**config.mk**
```make
export PLATFORM = sky130hd
export DESIGN_NAME = asram_ctrl
export DESIGN_NICKNAME = d
export VERILOG_FILES = /design/src/rtl/asram_pkg.sv /design/src/rtl/asram_wait_sync.sv /design/src/rtl/asram_phase_fsm.sv /design/src/rtl/asram_ctrl.sv
export SDC_FILE = /design/constraint.sdc
export NUM_CORES = 1
export LEC_CHECK = 0
export CORE_MARGIN = 10
export CORE_UTILIZATION = 47
export DETAILED_ROUTE_END_ITERATION = 8
export PLACE_DENSITY = 0.94
export SYNTH_ARGS = -nofsm -noshare
export SYNTH_HDL_FRONTEND = slang
export SYNTH_SLANG_ARGS = --single-unit
```
**constraint.sdc**
```tcl
create_clock -name clk -period 7 [get_ports clk]
set_clock_uncertainty 0.05 [all_clocks]
set_input_delay 0.7 -clock clk [delete_from_list [all_inputs] [get_ports clk]]
set_output_delay 0.7 -clock clk [all_outputs]
set_load 0.02 [all_outputs]
```
**src/rtl/asram_pkg.sv**
```systemverilog
`timescale 1ns/1ps
package asram_pkg;
  typedef enum logic [2:0] {
    PH_IDLE,
    PH_SETUP,
    PH_STROBE,
    PH_HOLD,
    PH_TURN
  } phase_e;

  // Length in clocks encoded by a configuration field (field holds length - 1)
  function automatic logic [15:0] phase_len(input logic [15:0] code);
    return code + 16'd1;
  endfunction

  // Largest of four widths, used to size the shared phase counter
  function automatic int max4(input int a, input int b, input int c, input int d);
    int m;
    m = a;
    if (b > m) m = b;
    if (c > m) m = c;
    if (d > m) m = d;
    return m;
  endfunction
endpackage

```
**src/rtl/asram_wait_sync.sv**
```systemverilog
`timescale 1ns/1ps
module asram_wait_sync #(
  parameter int STAGES = 2
) (
  input  logic clk,
  input  logic rst_n,
  input  logic async_in,
  output logic sync_out
);
  logic [STAGES-1:0] chain;

  generate
    if (STAGES == 1) begin : g_single
      always_ff @(posedge clk or negedge rst_n)
        if (!rst_n) chain <= '0;
        else        chain <= async_in;
    end else begin : g_multi
      always_ff @(posedge clk or negedge rst_n)
        if (!rst_n) chain <= '0;
        else        chain <= {chain[STAGES-2:0], async_in};
    end
  endgenerate

  assign sync_out = chain[STAGES-1];
endmodule

```
**src/rtl/asram_phase_fsm.sv**
```systemverilog
`timescale 1ns/1ps
module asram_phase_fsm
  import asram_pkg::*;
#(
  parameter int CNT_W  = 6,
  parameter int MAXW_W = 8
) (
  input  logic              clk,
  input  logic              rst_n,
  input  logic              start,
  input  logic              is_wr,
  input  logic              ext_en,
  input  logic              wait_act,
  input  logic              err_clear,
  input  logic [CNT_W-1:0]  setup_code,
  input  logic [CNT_W-1:0]  strobe_code,
  input  logic [CNT_W-1:0]  hold_code,
  input  logic [CNT_W-1:0]  turn_code,
  input  logic [MAXW_W-1:0] max_wait_code,
  output phase_e            phase,
  output logic              strobe_last,
  output logic              wait_extend,
  output logic              wait_timeout,
  output logic              done,
  output logic              wait_err
);
  localparam int WCNT_W = MAXW_W + 1;

  logic [CNT_W-1:0]  cnt;
  logic [WCNT_W-1:0] wcnt;
  logic [WCNT_W-1:0] wait_limit;
  logic              cnt_zero;
  logic              strobe_end_chk;
  logic              wait_hit;

  assign wait_limit     = WCNT_W'(phase_len(16'(max_wait_code)));
  assign cnt_zero       = (cnt == '0);
  assign strobe_end_chk = (phase == PH_STROBE) && cnt_zero;
  assign wait_hit       = strobe_end_chk && ext_en && wait_act;
  assign wait_extend    = wait_hit && (wcnt < wait_limit);
  assign wait_timeout   = wait_hit && !(wcnt < wait_limit);
  assign strobe_last    = strobe_end_chk && !wait_extend;

  always_ff @(posedge clk or negedge rst_n) begin
    if (!rst_n) begin
      phase    <= PH_IDLE;
      cnt      <= '0;
      wcnt     <= '0;
      done     <= 1'b0;
      wait_err <= 1'b0;
    end else begin
      done <= (phase == PH_HOLD) && cnt_zero;
      if (wait_timeout)   wait_err <= 1'b1;
      else if (err_clear) wait_err <= 1'b0;
      case (phase)
        PH_IDLE: if (start) begin
          phase <= PH_SETUP;
          cnt   <= setup_code;
          wcnt  <= '0;
        end
        PH_SETUP: if (cnt_zero) begin
          phase <= PH_STROBE;
          cnt   <= strobe_code;
        end else cnt <= cnt - 1'b1;
        PH_STROBE: if (!cnt_zero) cnt <= cnt - 1'b1;
          else if (wait_extend) wcnt <= wcnt + 1'b1;
          else begin
            phase <= PH_HOLD;
            cnt   <= hold_code;
          end
        PH_HOLD: if (cnt_zero) begin
          phase <= is_wr ? PH_IDLE : PH_TURN;
          cnt   <= turn_code;
        end else cnt <= cnt - 1'b1;
        PH_TURN: if (cnt_zero) phase <= PH_IDLE;
          else cnt <= cnt - 1'b1;
        default: phase <= PH_IDLE;
      endcase
    end
  end
endmodule

```
**src/rtl/asram_ctrl.sv**
```systemverilog
`timescale 1ns/1ps
module asram_ctrl
  import asram_pkg::*;
#(
  parameter int ADDR_W      = 14,
  parameter int BANK_W      = 2,
  parameter int DATA_W      = 16,
  parameter int SETUP_W     = 4,
  parameter int STROBE_W    = 6,
  parameter int HOLD_W      = 3,
  parameter int TURN_W      = 2,
  parameter int MAXW_W      = 8,
  parameter int SYNC_STAGES = 2
) (
  input  logic                clk,
  input  logic                rst_n,
  input  logic                req_valid,
  input  logic                req_write,
  input  logic [ADDR_W-1:0]   req_addr,
  input  logic [BANK_W-1:0]   req_bank,
  input  logic [DATA_W-1:0]   req_wdata,
  output logic                req_ready,
  output logic                done,
  output logic [DATA_W-1:0]   rdata,
  input  logic [SETUP_W-1:0]  cfg_rsetup,
  input  logic [STROBE_W-1:0] cfg_rstrobe,
  input  logic [HOLD_W-1:0]   cfg_rhold,
  input  logic [SETUP_W-1:0]  cfg_wsetup,
  input  logic [STROBE_W-1:0] cfg_wstrobe,
  input  logic [HOLD_W-1:0]   cfg_whold,
  input  logic [TURN_W-1:0]   cfg_turn,
  input  logic [MAXW_W-1:0]   cfg_max_wait,
  input  logic                cfg_ext_wait,
  input  logic                cfg_wait_pol,
  input  logic                cfg_sel_strobe,
  input  logic                err_clear,
  output logic                wait_err,
  input  logic                mem_wait,
  input  logic [DATA_W-1:0]   mem_din,
  output logic                mem_cs_n,
  output logic                mem_oe_n,
  output logic                mem_we_n,
  output logic                mem_rnw,
  output logic [BANK_W-1:0]   mem_ba,
  output logic [ADDR_W-1:0]   mem_addr,
  output logic [DATA_W-1:0]   mem_dout,
  output logic                mem_dout_en
);
  localparam int CNT_W = max4(SETUP_W, STROBE_W, HOLD_W, TURN_W);

  phase_e            phase;
  logic              start;
  logic              is_wr_q;
  logic [ADDR_W-1:0] addr_q;
  logic [BANK_W-1:0] bank_q;
  logic [DATA_W-1:0] wdata_q;
  logic [DATA_W-1:0] rdata_q;
  logic [CNT_W-1:0]  setup_code, strobe_code, hold_code, turn_code;
  logic              wait_sync, wait_act;
  logic              in_access, strobe_on;
  // Named internal events observed by the bound checker
  logic              strobe_last, wait_extend, wait_timeout, turn_active;

  assign req_ready = (phase == PH_IDLE);
  assign start     = req_valid && req_ready;

  always_ff @(posedge clk or negedge rst_n) begin
    if (!rst_n) begin
      is_wr_q <= 1'b0;
      addr_q  <= '0;
      bank_q  <= '0;
      wdata_q <= '0;
    end else if (start) begin
      is_wr_q <= req_write;
      addr_q  <= req_addr;
      bank_q  <= req_bank;
      wdata_q <= req_wdata;
    end
  end

  // Setup length is chosen from the incoming request; later phases from the latched one
  assign setup_code  = req_write ? CNT_W'(cfg_wsetup)  : CNT_W'(cfg_rsetup);
  assign strobe_code = is_wr_q   ? CNT_W'(cfg_wstrobe) : CNT_W'(cfg_rstrobe);
  assign hold_code   = is_wr_q   ? CNT_W'(cfg_whold)   : CNT_W'(cfg_rhold);
  assign turn_code   = CNT_W'(cfg_turn);

  asram_wait_sync #(.STAGES(SYNC_STAGES)) u_sync (
    .clk      (clk),
    .rst_n    (rst_n),
    .async_in (mem_wait),
    .sync_out (wait_sync)
  );
  assign wait_act = cfg_wait_pol ? wait_sync : !wait_sync;

  asram_phase_fsm #(.CNT_W(CNT_W), .MAXW_W(MAXW_W)) u_fsm (
    .clk           (clk),
    .rst_n         (rst_n),
    .start         (start),
    .is_wr         (is_wr_q),
    .ext_en        (cfg_ext_wait),
    .wait_act      (wait_act),
    .err_clear     (err_clear),
    .setup_code    (setup_code),
    .strobe_code   (strobe_code),
    .hold_code     (hold_code),
    .turn_code     (turn_code),
    .max_wait_code (cfg_max_wait),
    .phase         (phase),
    .strobe_last   (strobe_last),
    .wait_extend   (wait_extend),
    .wait_timeout  (wait_timeout),
    .done          (done),
    .wait_err      (wait_err)
  );

  always_ff @(posedge clk or negedge rst_n)
    if (!rst_n)                       rdata_q <= '0;
    else if (strobe_last && !is_wr_q) rdata_q <= mem_din;

  assign in_access   = (phase == PH_SETUP) || (phase == PH_STROBE) || (phase == PH_HOLD);
  assign strobe_on   = (phase == PH_STROBE);
  assign turn_active = (phase == PH_TURN);

  assign mem_cs_n    = cfg_sel_strobe ? !strobe_on : !in_access;
  assign mem_oe_n    = !(strobe_on && !is_wr_q);
  assign mem_we_n    = !(strobe_on && is_wr_q);
  assign mem_rnw     = !is_wr_q;
  assign mem_ba      = bank_q;
  assign mem_addr    = addr_q;
  assign mem_dout    = wdata_q;
  assign mem_dout_en = in_access && is_wr_q;
  assign rdata       = rdata_q;
endmodule

```
Yosys cells after proc, flatten, opt, wreduce, memory -nomap -nowiden
Cells that the tools add are included.
{"block": "totals", "ff_bits": 71, "inputBits": 93, "word_cells": 84, "out_inout_bits": 56, "ram_bits": 0, "mem_count": 0, "latchBits": 0, "mem_bits_ro": 0}
{"block": "classes", "n_div": 0, "bitwise": 0, "muxes": 26, "shift": 0, "eq_ne": 13, "addsub": 3, "multipliers": 0, "reduce_logical": 30, "n_lt_le_gt_ge": 1}
{"operator": "$mux 6", "count": 7}
{"operator": "$pmux 6 s5", "count": 1}
{"operator": "$mux 9", "count": 3}
{"operator": "$mux 3", "count": 8}
{"operator": "$pmux 9 s2", "count": 1}
{"operator": "$pmux 3 s5", "count": 1}
{"operator": "$logic_and 1x1->1", "count": 12}
{"operator": "$ne 2x1->1 const B", "count": 6}
{"operator": "$add 8x1->9 const B", "count": 1}
{"operator": "$add 9x1->9 const B", "count": 1}
{"operator": "$lt 9x9->1", "count": 1}
{"operator": "$logic_not 1->1", "count": 8}
{"operator": "$reduce_and 4->1", "count": 2}
{"operator": "$eq 3x2->1 const B", "count": 2}
{"operator": "$logic_not 6->1", "count": 1}
{"operator": "$reduce_and 6->1", "count": 1}
{"operator": "$sub 6x1->6 const B", "count": 1}
{"operator": "$reduce_bool 5->1", "count": 1}
{"operator": "$mux 1", "count": 4}
{"operator": "$mux 4", "count": 1}
{"operator": "$ne 2x2->1 const B", "count": 2}
{"operator": "$reduce_bool 2->1", "count": 2}
{"operator": "$eq 3x1->1 const B", "count": 1}
{"operator": "$eq 3x3->1 const B", "count": 1}
{"operator": "other kinds (3)", "count": 4}

Longest topological paths before layout
{"block": "depth", "ltp_word": 8, "ltp_mapped": 11, "mapped_depth_nobuf": 10}

Cells and area by module
Synthesis repeated with hierarchy kept, for this count alone.
{"block": "hier_totals", "hier_cells": 350, "hier_area_um2": 3911.3}
{"mod": "asram_ctrl", "cells_per_inst": 129, "seq_area_each_um2": 1226.2, "n_inst": 1, "area_per_inst_um2": 2055.7}
{"mod": "asram_phase_fsm", "cells_per_inst": 219, "seq_area_each_um2": 500.5, "n_inst": 1, "area_per_inst_um2": 1805.5}
{"mod": "asram_wait_sync", "cells_per_inst": 2, "seq_area_each_um2": 50.0, "n_inst": 1, "area_per_inst_um2": 50.0}

Worst setup path before layout
No wires, ideal clock.
{"block": "synth_path", "path_kind": "input to register", "from": "input cfg_max_wait[0]", "to": "register rdata_q[10], in the netlist rdata[10]", "path_stages": 11, "arrival_ns": 3.163, "required_time_ns": 6.825, "path_slack_ns": 3.662, "setup_time_ns": 0.125, "n_path_buf": 1, "cell_sequence": "ha_1 > nand3_1 > nor2_1 > xnor2_1 > ha_1 > nand4_1 > a211oi_1 > or4_4 > nor3b_2 > buf_4 > mux2_2"}
{"block": "synth_between", "elab_chain_cells": 6}
{"element": "start: declaration", "line_no": "asram_ctrl.sv:32", "source": "input logic [MAXW_W-1:0] cfg_max_wait,"}
{"element": "$add 8x1->9", "line_no": "asram_pkg.sv:13", "source": "return code + 16'd1;"}
{"element": "$lt 9x9->1", "line_no": "asram_phase_fsm.sv:40", "source": "assign wait_extend = wait_hit && (wcnt < wait_limit);"}
{"element": "$logic_and 1x1->1", "line_no": "asram_phase_fsm.sv:40"}
{"element": "$logic_not 1->1", "line_no": "asram_phase_fsm.sv:42", "source": "assign strobe_last = strobe_end_chk && !wait_extend;"}
{"element": "$logic_and 1x1->1", "line_no": "asram_phase_fsm.sv:42"}
{"element": "$logic_and 1x1->1", "line_no": "asram_ctrl.sv:118", "source": "else if (strobe_last && !is_wr_q) rdata_q <= mem_din;"}
{"element": "end signal: assignment", "line_no": "asram_ctrl.sv:118"}
{"element": "end: declaration", "line_no": "asram_ctrl.sv:57", "source": "logic [DATA_W-1:0] rdata_q;"}
Every way passes these cells.
A chain may end at the register's enable or synchronous reset.

Final worst setup path
{"block": "layout_path", "from": "input cfg_max_wait[0]", "to": "register rdata_q[11], in the netlist rdata[11]"}
The elaborated chain is that of the path after synthesis.

==> metrics <==
setup TNS 0 ns; FILL cells 514; Mapped Nets 422; Num CTS Buffers 9; initial antenna violation count 0; vias in the first global route 3,452; Ant. Diodes 0; Post-Syn Area per Cell 11.40 sq um; Mapped Cells 318; port bufs 148; CTS sink cnt 71; grt total ovfl 0; die area 11,630 sq um; Die W 107.8 um; sequential fraction of the synthesis area 49.00%; setup repair bufs after CTS 0; Setup crit end rdata[11]; Slowest-stage cell, CP nor3b_2; Layout area overhead 47.86%; combinational power share 50.8%; Synth Flop Type dfrtp_1; total internal power 1299 uW; f_max 225.8 MHz; Worst Hold Slack 0.3060 ns; Worst Hold Class flop to flop; Worst-Margin Slew 1.211 ns; worst-path maximum fanout 16; drt drc 0; final hold vios 0; worst r2r dst rdata[11]; DPL Wire Length 8182 um; Worst R2R Path Depth 6; dpl cell area 5166 sq um; Worst VDD drop 0.2763 mV; Met2 Wirelength 5084 um; Post-Route WL 10,650 um; Arrival @ worst endpoint 4.60 ns; Initial Util 49.20%; Worst-path clk slew 0.07 ns; Max clock buf depth 2; CTS root buf clkbuf_8; status complete, no violations; fraction of layout cells with a size suffix above 1 15.42%; Worst Setup SP cfg_max_wait[0]; Worst setup EP type flop; Final Wtd Congestion 0.8257; Reg power frac 34.0%; mapped cell area 3626 sq um; Final ANT Viol Nets 0; initial drt markers 113; Top Metal Used met4; Max Cap Violations 0; Clk Latency, worst-skew pair 0.33 ns; core area 7370 sq um; Tmin final 4.429 ns; clock share of power 15.2%; Setup-failing EPs final 0; Pwr Density 394.2 nW/um^2; Setup crit start kind input pin; nets 567; WL/cell 18.81 um; M1 wire length 4010 um; critical setup path kind input pin to flop; TritonCTS clock tree done; Pre-antenna DRT Iters 4; first-pass GRT wire length 17,250 um; vias after detailed routing 3,148; Psw 814.6 uW; Sw Share 38.54%; EDFF count, synth 0; Global Route Usage Sum 18.46%; setup slack, reg-to-reg 3.64 ns; worst reg2reg startpoint u_fsm.wcnt[2]; placed cells 551; I/O Pins 149; YS warnings 0; Final Cycle Share 63.28%; largest net degree at the start of global routing 72; final max-slew violation count 0; htree depth 3; Leakage 0.002164 uW; via/cell ratio 5.562; cts hold-fix bufs 0; Cell Chain, Critical Path clkdlybuf4s50_1 -> ha_1 -> nand3_1 -> nor2_1 -> nand3_1 -> ha_1 -> nand4_1 -> a211oi_1 -> or4_4 -> nor3b_2 -> mux2_2; Resize count post-CTS 0; Slew Limit Headroom 18.90%; RSZ-0062 raised after global routing false; Layout Cells excl Fill 566; Cell variety after synth 50; WL met3 1379 um; WP data required 7.17 ns; post-synthesis register bit count 71; Final Instance Area 5361 sq um; Crit path largest cell delay 0.98 ns; row cnt 31; asr flop ratio synth 100.0%; Die H 107.8 um
## worst min path at each step
stage,startpoint,end,slack [ns],cells after the start
global placement,u_sync.chain[0],u_sync.chain[1],0.29,0
global route,u_sync.chain[0],u_sync.chain[1],0.32,0
floorplan,u_sync.chain[0],u_sync.chain[1],0.28,0
detailed placement,u_sync.chain[0],u_sync.chain[1],0.30,0
CTS,u_sync.chain[0],u_sync.chain[1],0.31,0
finish,u_sync.chain[0],u_sync.chain[1],0.31,0
## cell usage in the layout, fill, tap and decap left out, types with 4 or more instances in the layout
cell | netlist | layout
nand3_1 | 6 | 6
ha_1 | 11 | 11
o21ai_0 | 14 | 14
or3_1 | 6 | 6
nand4_1 | 4 | 4
clkdlybuf4s50_1 | 0 | 147
or4_1 | 6 | 6
inv_1 | 13 | 13
nand2_1 | 17 | 17
clkbuf_8 | 0 | 9
nor3_1 | 6 | 6
a21oi_1 | 16 | 16
mux2_2 | 49 | 49
xor2_1 | 5 | 5
dfrtp_1 | 71 | 71
o31ai_1 | 5 | 5
mux2i_1 | 14 | 14
nor2_1 | 13 | 13
## synth_stat cells, drive strengths merged, types with 4 or more instances
master	instances	area [sq um]
or3	6	37.54
a21oi	16	80.08
or4	7	56.30
ha	11	137.6
clkbuf	10	37.54
o21ai	14	70.07
nand2	17	63.81
inv	13	48.80
mux2i	14	140.1
dfrtp	71	1777
mux2	49	551.8
nor2	13	48.80
nor3	7	46.30
buf	4	26.28
nand3	6	30.03
o31ai	5	37.54
nand4	5	37.53
xor2	5	43.79
## sequential cells by signal (all words and copies together), names as in the netlist
| signal | count |
|---|---|
| u_fsm.wait_err | 1 |
| u_fsm.cnt | 6 |
| u_sync.chain | 2 |
| u_fsm.wcnt | 9 |
| mem_dout | 16 |
| u_fsm.done | 1 |
| mem_addr | 14 |
| rdata | 16 |
| u_fsm.phase | 3 |
| is_wr_q | 1 |
| mem_ba | 2 |
## worst max-delay path, delay by kind of cell
kind	cells	cell delay (ns)
AOI/OAI and AO/OA	1	0.50
adders and majority gates	2	0.52
buffers and inverters	1	0.54
muxes	1	0.43
and+or+nand+nor	6	1.91
## cells by family (layout without fill, tap and decap cells)
kind of cell / count (synthesis) / in the layout / share of synthesized area [%]
xor gates and xnor gates: 8 / 8 / 1.932
adders and majority gates: 11 / 11 / 3.796
DFF: 71 / 71 / 49.00
buffers and inverters: 27 / 176 / 3.106
and+or+nand+nor: 77 / 77 / 12.25
muxes: 63 / 63 / 19.08
AOI/OAI and AO/OA: 61 / 61 / 10.84
## power groups by stage
stage | logic (uW) | registers, uW | clock network (uW)
2_1_floorplan | 436 | 858 | 0
3_3_place_gp | 1050 | 709 | 0
3_5_place_dp | 1080 | 725 | 0
4_1_cts | 1080 | 720 | 331
5_1_grt | 1150 | 743 | 349
6_report | 1070 | 718 | 322
## area by class of cell
cell class	count	area [sq um]	area share, %
Clock inverter	6	71.32	1.330
Sequential cell	71	1777	33.14
Inverter	13	48.80	0.9102
Tap cell	99	123.9	2.310
Multi-Input combinational cell	220	1738	32.42
Clock buffer	9	123.9	2.310
Timing Repair Buffer	148	1479	27.58
## metal layers
| metal | GRT usage, % | vias up |
|---|---|---|
| li1 | - | 1461 |
| met1 | 19.16 | 1517 |
| met2 | 30.53 | 156 |
| met3 | 10.30 | 14 |
| met4 | 6.966 | 0 |
| met5 | 0 | - |
## through the flow
stage               power (uW)  setup WS, ns  util [%]
floorplan                 1294         3.662         -
global placement          1759         2.480     70.10
detailed placement        1803         2.254     70.10
CTS                       2136         2.610     72.75
global route              2247         2.363     72.75
finish                    2113         2.571     72.75
No activity file was read; power rests on OpenSTA's default activity.
